File: config.mk
export PLATFORM = sky130hd
export DESIGN_NAME = nand_cmd_seq
export DESIGN_NICKNAME = d
export VERILOG_FILES = /design/src/rtl/nand_seq_pkg.sv /design/src/rtl/nand_rb_sync.sv /design/src/rtl/nand_seq_build.sv /design/src/rtl/nand_cmd_seq.sv
export SDC_FILE = /design/constraint.sdc
export NUM_CORES = 1
export LEC_CHECK = 0
export ABC_AREA = 1
export BUFFER_PORTS_ARGS = -buffer_cell sky130_fd_sc_hd__buf_2
export CAP_MARGIN = 20
export CORE_MARGIN = 4
export CORE_UTILIZATION = 30
export CTS_CLUSTER_SIZE = 12
export DETAILED_ROUTE_END_ITERATION = 7
export MAX_ROUTING_LAYER = met4
export PLACE_DENSITY_LB_ADDON = 0.05
export SYNTH_ARGS = -nofsm -noshare
export SYNTH_HDL_FRONTEND = slang
export SYNTH_SLANG_ARGS = --single-unit
File: constraint.sdc
create_clock -name clk -period 3.7 [get_ports clk]
set_input_delay 0.555 -clock clk [delete_from_list [all_inputs] [get_ports clk]]
set_output_delay 0.555 -clock clk [all_outputs]
set_load 0.01 [all_outputs]
File: src/rtl/nand_seq_pkg.sv
package nand_seq_pkg;

    typedef enum logic [1:0] {
        OP_RESET  = 2'd0,
        OP_READ   = 2'd1,
        OP_SPARE  = 2'd2,
        OP_RNDOUT = 2'd3
    } nand_op_e;

    typedef struct packed {
        logic       is_cmd;
        logic [7:0] val;
    } bus_cyc_t;

    localparam int MAX_CYC = 7;

    localparam logic [7:0] OPC_READ    = 8'h00;
    localparam logic [7:0] OPC_READ_GO = 8'h30;
    localparam logic [7:0] OPC_RND     = 8'h05;
    localparam logic [7:0] OPC_RND_GO  = 8'hE0;
    localparam logic [7:0] OPC_RST     = 8'hFF;

    typedef enum logic [2:0] {
        ST_IDLE, ST_WAIT_PRE, ST_SETUP, ST_STROBE, ST_HOLD, ST_WAIT_POST, ST_DONE
    } seq_st_e;

    function automatic bus_cyc_t cmd_cyc(input logic [7:0] v);
        bus_cyc_t c;
        c.is_cmd = 1'b1;
        c.val    = v;
        return c;
    endfunction

    function automatic bus_cyc_t adr_cyc(input logic [7:0] v);
        bus_cyc_t c;
        c.is_cmd = 1'b0;
        c.val    = v;
        return c;
    endfunction

endpackage

File: src/rtl/nand_rb_sync.sv
module nand_rb_sync #(
    parameter int STAGES = 2
) (
    input  logic clk,
    input  logic rst,
    input  logic rb_in,
    output logic rb_out
);
    logic [STAGES-1:0] sh;

    always_ff @(posedge clk) begin
        if (rst) sh <= '0;
        else     sh <= {sh[STAGES-2:0], rb_in};
    end

    assign rb_out = sh[STAGES-1];
endmodule

File: src/rtl/nand_seq_build.sv
module nand_seq_build
    import nand_seq_pkg::*;
#(
    parameter int BLOCK_W    = 12,
    parameter int PAGE_W     = 6,
    parameter int COL_W      = 12,
    parameter int PPB        = 64,
    parameter int PAGE_BYTES = 2048
) (
    input  nand_op_e                 op,
    input  logic [BLOCK_W-1:0]       blk,
    input  logic [PAGE_W-1:0]        page,
    input  logic [COL_W-1:0]         col,
    input  logic                     wide,
    input  logic                     five,
    output bus_cyc_t [MAX_CYC-1:0]   seq,
    output logic [2:0]               n_cyc,
    output logic                     wait_rdy
);
    localparam int ROW_W = 20;
    localparam int CA_W  = 16;

    logic [CA_W-1:0]  colw;
    logic [ROW_W-1:0] row;
    logic [7:0]       go_opc;

    always_comb begin
        colw = CA_W'(col);
        if (op == OP_SPARE) colw = colw + CA_W'(PAGE_BYTES);
        if (wide)           colw = colw >> 1;
        row    = ROW_W'(blk) * ROW_W'(PPB) + ROW_W'(page);
        go_opc = (op == OP_RNDOUT) ? OPC_RND_GO : OPC_READ_GO;
    end

    always_comb begin
        seq      = '0;
        n_cyc    = 3'd1;
        wait_rdy = 1'b1;
        if (op == OP_RESET) begin
            seq[0] = cmd_cyc(OPC_RST);
        end else begin
            seq[0]   = cmd_cyc((op == OP_RNDOUT) ? OPC_RND : OPC_READ);
            seq[1]   = adr_cyc(colw[7:0]);
            seq[2]   = adr_cyc(colw[15:8]);
            seq[3]   = adr_cyc(row[7:0]);
            seq[4]   = adr_cyc(row[15:8]);
            wait_rdy = (op != OP_RNDOUT);
            if (five) begin
                seq[5] = adr_cyc({4'h0, row[19:16]});
                seq[6] = cmd_cyc(go_opc);
                n_cyc  = 3'd7;
            end else begin
                seq[5] = cmd_cyc(go_opc);
                n_cyc  = 3'd6;
            end
        end
    end
endmodule

File: src/rtl/nand_cmd_seq.sv
module nand_cmd_seq
    import nand_seq_pkg::*;
#(
    parameter int BLOCK_W    = 12,
    parameter int PAGE_W     = 6,
    parameter int COL_W      = 12,
    parameter int PPB        = 64,
    parameter int PAGE_BYTES = 2048,
    parameter int STROBE_W   = 4,
    parameter int GUARD_CLKS = 4,
    parameter int SYNC_STG   = 2
) (
    input  logic                clk,
    input  logic                rst,
    input  logic                req_valid,
    input  logic [1:0]          req_op,
    input  logic [BLOCK_W-1:0]  req_block,
    input  logic [PAGE_W-1:0]   req_page,
    input  logic [COL_W-1:0]    req_col,
    input  logic                bus16,
    input  logic                five_cycle,
    input  logic [STROBE_W-1:0] we_low_clks,
    output logic                req_ready,
    input  logic                nand_rb,
    output logic                nand_cle,
    output logic                nand_ale,
    output logic                nand_ce_n,
    output logic                nand_we_n,
    output logic [7:0]          nand_dq_out,
    output logic                done
);
    localparam int GW    = $clog2(GUARD_CLKS + 1);
    localparam int CNT_W = (STROBE_W > GW) ? STROBE_W : GW;

    logic                    rb_s;
    bus_cyc_t [MAX_CYC-1:0]  seq_n, seq_q;
    logic [2:0]              ncyc_n, ncyc_q, idx;
    logic                    wait_n, wait_q;
    logic [STROBE_W-1:0]     len_q;
    logic [CNT_W-1:0]        cnt;
    seq_st_e                 st;
    bus_cyc_t                cur;
    logic                    active;

    nand_rb_sync #(.STAGES(SYNC_STG)) u_sync (
        .clk(clk), .rst(rst), .rb_in(nand_rb), .rb_out(rb_s)
    );

    nand_seq_build #(
        .BLOCK_W(BLOCK_W), .PAGE_W(PAGE_W), .COL_W(COL_W),
        .PPB(PPB), .PAGE_BYTES(PAGE_BYTES)
    ) u_build (
        .op(nand_op_e'(req_op)), .blk(req_block), .page(req_page),
        .col(req_col), .wide(bus16), .five(five_cycle),
        .seq(seq_n), .n_cyc(ncyc_n), .wait_rdy(wait_n)
    );

    always_ff @(posedge clk) begin
        if (rst) begin
            st     <= ST_IDLE;
            seq_q  <= '0;
            ncyc_q <= 3'd1;
            wait_q <= 1'b0;
            len_q  <= STROBE_W'(1);
            idx    <= '0;
            cnt    <= '0;
        end else begin
            case (st)
                ST_IDLE: if (req_valid) begin
                    seq_q  <= seq_n;
                    ncyc_q <= ncyc_n;
                    wait_q <= wait_n;
                    len_q  <= (we_low_clks == '0) ? STROBE_W'(1) : we_low_clks;
                    idx    <= '0;
                    st     <= ST_WAIT_PRE;
                end
                ST_WAIT_PRE: if (rb_s) st <= ST_SETUP;
                ST_SETUP: begin
                    cnt <= CNT_W'(len_q - STROBE_W'(1));
                    st  <= ST_STROBE;
                end
                ST_STROBE: begin
                    if (cnt == '0) st <= ST_HOLD;
                    else           cnt <= cnt - CNT_W'(1);
                end
                ST_HOLD: begin
                    if (idx == ncyc_q - 3'd1) begin
                        if (wait_q) begin
                            cnt <= CNT_W'(GUARD_CLKS);
                            st  <= ST_WAIT_POST;
                        end else begin
                            st <= ST_DONE;
                        end
                    end else begin
                        idx <= idx + 3'd1;
                        st  <= ST_SETUP;
                    end
                end
                ST_WAIT_POST: begin
                    if (cnt != '0)  cnt <= cnt - CNT_W'(1);
                    else if (rb_s)  st  <= ST_DONE;
                end
                ST_DONE: st <= ST_IDLE;
                default: st <= ST_IDLE;
            endcase
        end
    end

    always_comb begin
        cur         = seq_q[idx];
        active      = (st == ST_SETUP) || (st == ST_STROBE) || (st == ST_HOLD);
        nand_ce_n   = !active;
        nand_cle    = active && cur.is_cmd;
        nand_ale    = active && !cur.is_cmd;
        nand_we_n   = (st != ST_STROBE);
        nand_dq_out = active ? cur.val : 8'h00;
        done        = (st == ST_DONE);
        req_ready   = (st == ST_IDLE);
    end
endmodule

==> metrics, run 1 <==
Final Routed Wirelength 8.49 mm; fmax about 360 MHz; post-route ant nets 0; worst skew pair latency between 300 and 400 ps; Tcrit/Tclk final roughly 75%; post_cts resized 0; peak supply drop ~0.22 mV; Sw Ratio a little under two fifths; WL per Instance ~15 um; Root Driver clkbuf_8; number of fill cells in the layout a little over 1,000; Max clock buf depth 2; FF-to-FF Start st[2]; Crit Path Max Fanout 11; crit-path cells inv_1 -> nand3_1 -> inv_1 -> nor2_1 -> nor3_1 -> buf_2; syn avg cell area roughly 8 um2; post-placement cell area ~3300 um2; most common cell after layout, fill and taps aside nand2_1; Hold Violations, Final 0; DR vias between 2,000 and 3,000; drt drc 0; die width about 110 um; Yosys warning count 0; ys flop type dfxtp_1; port buffer count 55; Placeable Area 9370 um2; share of layout cells above drive strength 1 20.2%; power share of the combinational group a little over 30%; hold path start nand_rb; Synth Area in Compound Gates 21.4%; post-synthesis mux area share 2.39%; pin count of the biggest net entering global routing 36; worst min-delay path category in2reg; row cnt 35; number of iterations in the first detailed-routing pass 4; CTS Sinks a little under 60; net switching power 0.802 mW; post-synthesis register bit count around 60; r2r endpoint seq_q[58]; Ports 56; fraction of registers with async set/reset 0%; Vias/cell roughly 4.8; Leak 1.50 nW; area growth from synthesis to layout 19.7%; DR iter-0 viols around 100; status complete, no violations; clock power share a little under a third; post-synthesis sequential area ratio approximately 40%; post-route cell area 3510 um2; Sequential Power Share 38.3%; CP Launch Type flip-flop; Initial Util 31.3%; final setup fails 0; clk slew on worst S/H paths around 70 ps; global-route wire length before repair around 14 mm; Synth Area in Simple Gates about a fifth; Mapped Cells between 300 and 400; most frequent CP cell inv_1; Post-CTS Hold Fix Bufs 0; total grt overflow 0; R2R setup slack 1660 ps; Mapped Nets about 430; CTS tree built; vias in the first global route about 2,600; Crit. End Element primary output; max-slew violations 0; CP max stage delay around 610 ps; Setup TNS 0 ps; hold-critical path depth 3; Die Y-Extent approximately 110 um; P per Cell Area 615 nW/um2; Period minus WS final 2760 ps; DP HPWL around 6.4 mm; Mapped Area just under 3000 um2; Netlist cell types 40; CP max-delay cell nor2_1; largest family of logic cells by synthesized area compound AO/OA/AOI/OAI gates; Post-CTS Setup Repair Bufs 0; ANT cells 0; initial antenna violation count 0; Post-synth EDFFs 0; Total Routing Usage GR 15.9%; crit path kind reg2out; number of max-cap violations 0; gpl congestion 0.776; CP arrival ~2200 ps; die area ~11,000 um2; critical path required time between 3000 and 4000 ps; Synth Area in Adders 4.26%; H-tree levels 3; Cell Int Power between 1 and 1.5 mW; r2r worst-path depth 9; final setup skew around 7.4 ps; Layout Nets roughly 480; unrepaired setup endpoints after global routing false; xor and xnor fraction of the mapped netlist area about 1.2%; Worst Tran Pin Value a little under 800 ps; most frequent cells in the layout nand2_1 (67), dfxtp_1 (59), buf_2 (55); Max-slew headroom ~47%; total CTS buffers 9; Worst Hold Path EP u_sync.sh[0]
[final cells by class]
cell class	count	area [um2]	share of cell area (%)
clock inverter	7	100	2.85
clock buffer	9	124	3.53
sequential	59	1180	33.6
inverter	54	203	5.77
timing repair buffer	56	283	8.05
multi-input combinational	245	1460	41.6
tap	129	161	4.60
[sequential cells by signal (all words and copies together), names as in the netlist]
name and cells:
cnt 4, idx 3, len_q 4, ncyc_q 2, seq_q 40, st 3
u_sync.sh 2, wait_q 1
[worst max-delay path: cells and delay by family, from the launching register on]
| family | cells | cell delay (ps) |
|---|---|---|
| buffers and inverters | 3 | 420 |
| flip-flops | 1 | 490 |
| AND/OR/NAND/NOR | 3 | 960 |
[synthesized netlist by cell type (6+ instances only)]
master | count | area, um2
a32o_1 | 12 | 120
dfxtp_1 | 59 | 1180
nor3_1 | 6 | 30.0
o21ai_0 | 27 | 135
a21oi_1 | 29 | 145
ha_1 | 10 | 125
o32ai_1 | 8 | 70.1
inv_1 | 47 | 176
inv_2 | 6 | 22.5
mux2i_1 | 7 | 70.1
nand3_1 | 25 | 125
nand2_1 | 67 | 251
nor2_1 | 17 | 63.8
[logic make-up after synthesis]
kind of cell | after synthesis
compound gates | 96
flops | 59
mux | 7
fa+ha+maj | 10
buf+inv | 69
xor+xnor | 4
simple gates | 128
[power groups by stage]
stage                     Clock [mW]  Sequential [mW]  Combinational, mW
final                          0.667            0.826              0.667
after global routing           0.713            0.840              0.765
after CTS                      0.685            0.826              0.677
after detailed placement           0            0.840              0.673
after global placement             0            0.840              0.675
after floorplan                    0            0.815              0.507
[per-stage QoR]
step	util [%]	hold WS, ps	total power, mW	worst slack [ps]	std cells
floorplan	-	388	1.32	1810	373
global placement	35.1	424	1.51	1370	543
detailed placement	35.1	430	1.51	1310	543
CTS	37.5	415	2.19	914	559
global route	37.5	430	2.32	729	559
finish	37.5	424	2.16	937	559
[worst max path at each step]
stage	start	to	slack, ps	depth (start not counted)
after CTS	st[0]	nand_dq_out[7]	910	6
after global routing	st[0]	nand_dq_out[7]	730	6
after global placement	st[0]	nand_dq_out[7]	1370	6
after floorplan	idx[0]	nand_dq_out[6]	1810	7
after detailed placement	st[0]	nand_dq_out[7]	1310	6
final	st[0]	nand_dq_out[7]	940	6
[per-layer routing]
layer  wire (um)  share of wire, %  vias to the layer above  global-route usage (%)
met1        4540                53                     1229                    23.4
met2        3520                42                       46                    22.0
li1            -                 -                     1381                       -
met3         315               3.7                       11                    2.89
met4         112               1.3                        0                    4.93
met5           0                 0                        -                       -
No activity file was read; power rests on OpenSTA's default activity.
==> run 2, diff against run 1 <==
Clock period 3.7 ns to 2.8 ns, I/O delays scaled along.
==> run 2 against run 1 <==
  * Clock skew increased by 3.7 ps
  * Count of clock-buffer cells in the layout rose by 2
  * Register-to-register slack lost 840 ps
  * Cell count grew 0.36%
  * Global-route usage decreased by 0.74 points
  * Power increased by 27%
  * Sequential power increased by 32%
  * Combinational power grew 32%
  * Non-clock buffer count grew 2
  * Clock power is 15% higher
  * Sequential share of layout area is 0.14 points higher
  * Final area is 0.43% lower
  * Largest power group unchanged
  * Critical endpoint is now nand_ale
==> metrics, run 2 (synthesis gave the netlist of run 1 again) <==
fmax 398 MHz; post-route ant nets 0 (unchanged); critical path required time 2380 ps (was 3140 ps); DR iter-0 viols 113 (was 101); Hold Violations, Final 0 (unchanged); worst skew pair latency 330 ps (was 340 ps); Crit Path Max Fanout 11 (unchanged); most frequent cells in the layout nand2_1 (67), dfxtp_1 (59), buf_2 (55) (unchanged); vias in the first global route 2,472 (was 2,648); peak supply drop 0.238 mV (was 0.222 mV); Final Routed Wirelength 8.22 mm (was 8.49 mm); row cnt 35 (unchanged); Placed Cells 545 (was 543); CP Launch Type flip-flop (unchanged); fin cells 561 (was 559); Top reg by flops seq_q (unchanged); max FFs per register 40 (unchanged); Vias/cell 4.76 (was 4.77); DR vias 2,673 (was 2,667); post_cts resized 0 (unchanged); Post-CTS Hold Fix Bufs 0 (unchanged); Die Y-Extent 107 um (unchanged); post-route cell area 3500 um2 (was 3510 um2); unrepaired setup endpoints after global routing false (unchanged); clk slew on worst S/H paths 70 ps (about the same); status complete, no violations (unchanged); drt drc 0 (unchanged); Initial Util 31.3% (unchanged); Max-slew headroom 61.9% (was 47.2%); CTS Sinks 59 (unchanged); Period minus WS final between 2000 and 3000 ps; Post-CTS Setup Repair Bufs 0 (unchanged); Leak 1.49 nW (was 1.50 nW); final setup fails 0 (unchanged); Max clock buf depth 2 (unchanged); crit path kind reg2out (unchanged); Crit. End Element primary output (unchanged); port buffer count 55 (unchanged); total CTS buffers 9 (unchanged); H-tree levels 3 (unchanged); initial antenna violation count 0 (unchanged); die width 107 um (unchanged); worst min-delay path category in2reg (unchanged); CTS tree built (unchanged); pin count of the biggest net entering global routing 25 (was 36); post-place setup slack 596 ps (was 1310 ps); number of iterations in the first detailed-routing pass 4 (unchanged); gpl congestion 0.840 (was 0.776); post-placement cell area 3300 um2 (was 3290 um2); ANT cells 0 (unchanged); area growth from synthesis to layout 19.1% (was 19.7%); P per Cell Area 784 nW/um2 (was 615 nW/um2); CP arrival 2090 ps (was 2210 ps); Worst Tran Pin Value 568 ps (was 790 ps); Layout Nets 479 (was 477); Root Driver clkbuf_8 (unchanged); Setup TNS 0 ps (unchanged); Post-Route Utilization 37.3% (was 37.5%); top flop regs seq_q x40, cnt x4, len_q x4 (unchanged); Tcrit/Tclk final about nine tenths; number of max-cap violations 0 (unchanged); die area 11,400 um2 (unchanged); total grt overflow 0 (unchanged); DP HPWL 6.39 mm (was 6.35 mm); share of layout cells above drive strength 1 20.4% (was 20.2%); Ports 56 (unchanged); final setup skew 11.1 ps (was 7.36 ps); max-slew violations 0 (unchanged); final worst slack 288 ps (was 937 ps); most common cell after layout, fill and taps aside nand2_1 (unchanged); global-route wire length before repair 13.0 mm (was 13.9 mm); Placeable Area 9370 um2 (unchanged); WL per Instance 14.7 um (was 15.2 um); Total Routing Usage GR 15.2% (was 15.9%)
[run 2: changes by cell type in the layout (fill, tap and decap cells not counted)]
cell and change:
bufinv_16 -1, clkbuf_1 +1, clkbuf_8 +1, buf_4 +2
clkinvlp_4 +1, inv_6 -1, clkinv_4 -3, clkinv_2 +2
[run 2: worst max-delay path, cell delays in order, from the launching register on]
cell      delay (ps)
dfxtp_1          540
inv_1            210
nor2_4           190
inv_1            110
o211ai_1         280
o21ai_0          180
inv_1             80
nor2_1            30
buf_2            130
[run 2: area by class of cell]
type / instances / area, um2
Tap cell: 129 / 161
Multi-Input combinational cell: 245 / 1460
Clock inverter: 5 / 52.6
Timing Repair Buffer: 58 / 298
Clock buffer: 11 / 141
Inverter: 54 / 203
Fill cell: 1061 / 5880
Sequential cell: 59 / 1180
[run 2: metrics by stage]
| stage | hold WS, ps | power, mW |
|---|---|---|
| after detailed placement | 418 | 2.00 |
| final | 282 | 2.74 |
| after global routing | 278 | 2.94 |
| after CTS | 271 | 2.78 |
| after floorplan | 388 | 1.75 |
| after global placement | 418 | 2.01 |
[run 2: path summary, 6_finish.rpt]
path / startpoint / endpoint / slack [ps] / cells after the start
setup / recovery: idx[0] / nand_ale / 290 / 8
setup reg to reg: st[1] / seq_q[58] / 820 / 9
hold / removal: nand_rb / u_sync.sh[0] / 280 / 3
hold reg to reg: u_sync.sh[0] / u_sync.sh[1] / 420 / 2
[run 2: power breakdown]
part / switching [mW] / internal [mW] / total, mW
clock: 0.337 / 0.431 / 0.768
sequential: 0.102 / 0.991 / 1.09
combinational: 0.572 / 0.306 / 0.878
total: 1.01 / 1.73 / 2.74
[run 2: layer usage]
metal	global-route usage [%]	share of wire (%)
met1	22.8	53
met2	20.2	41
met3	2.41	4.2
met4	5.48	1.4
met5	-	0
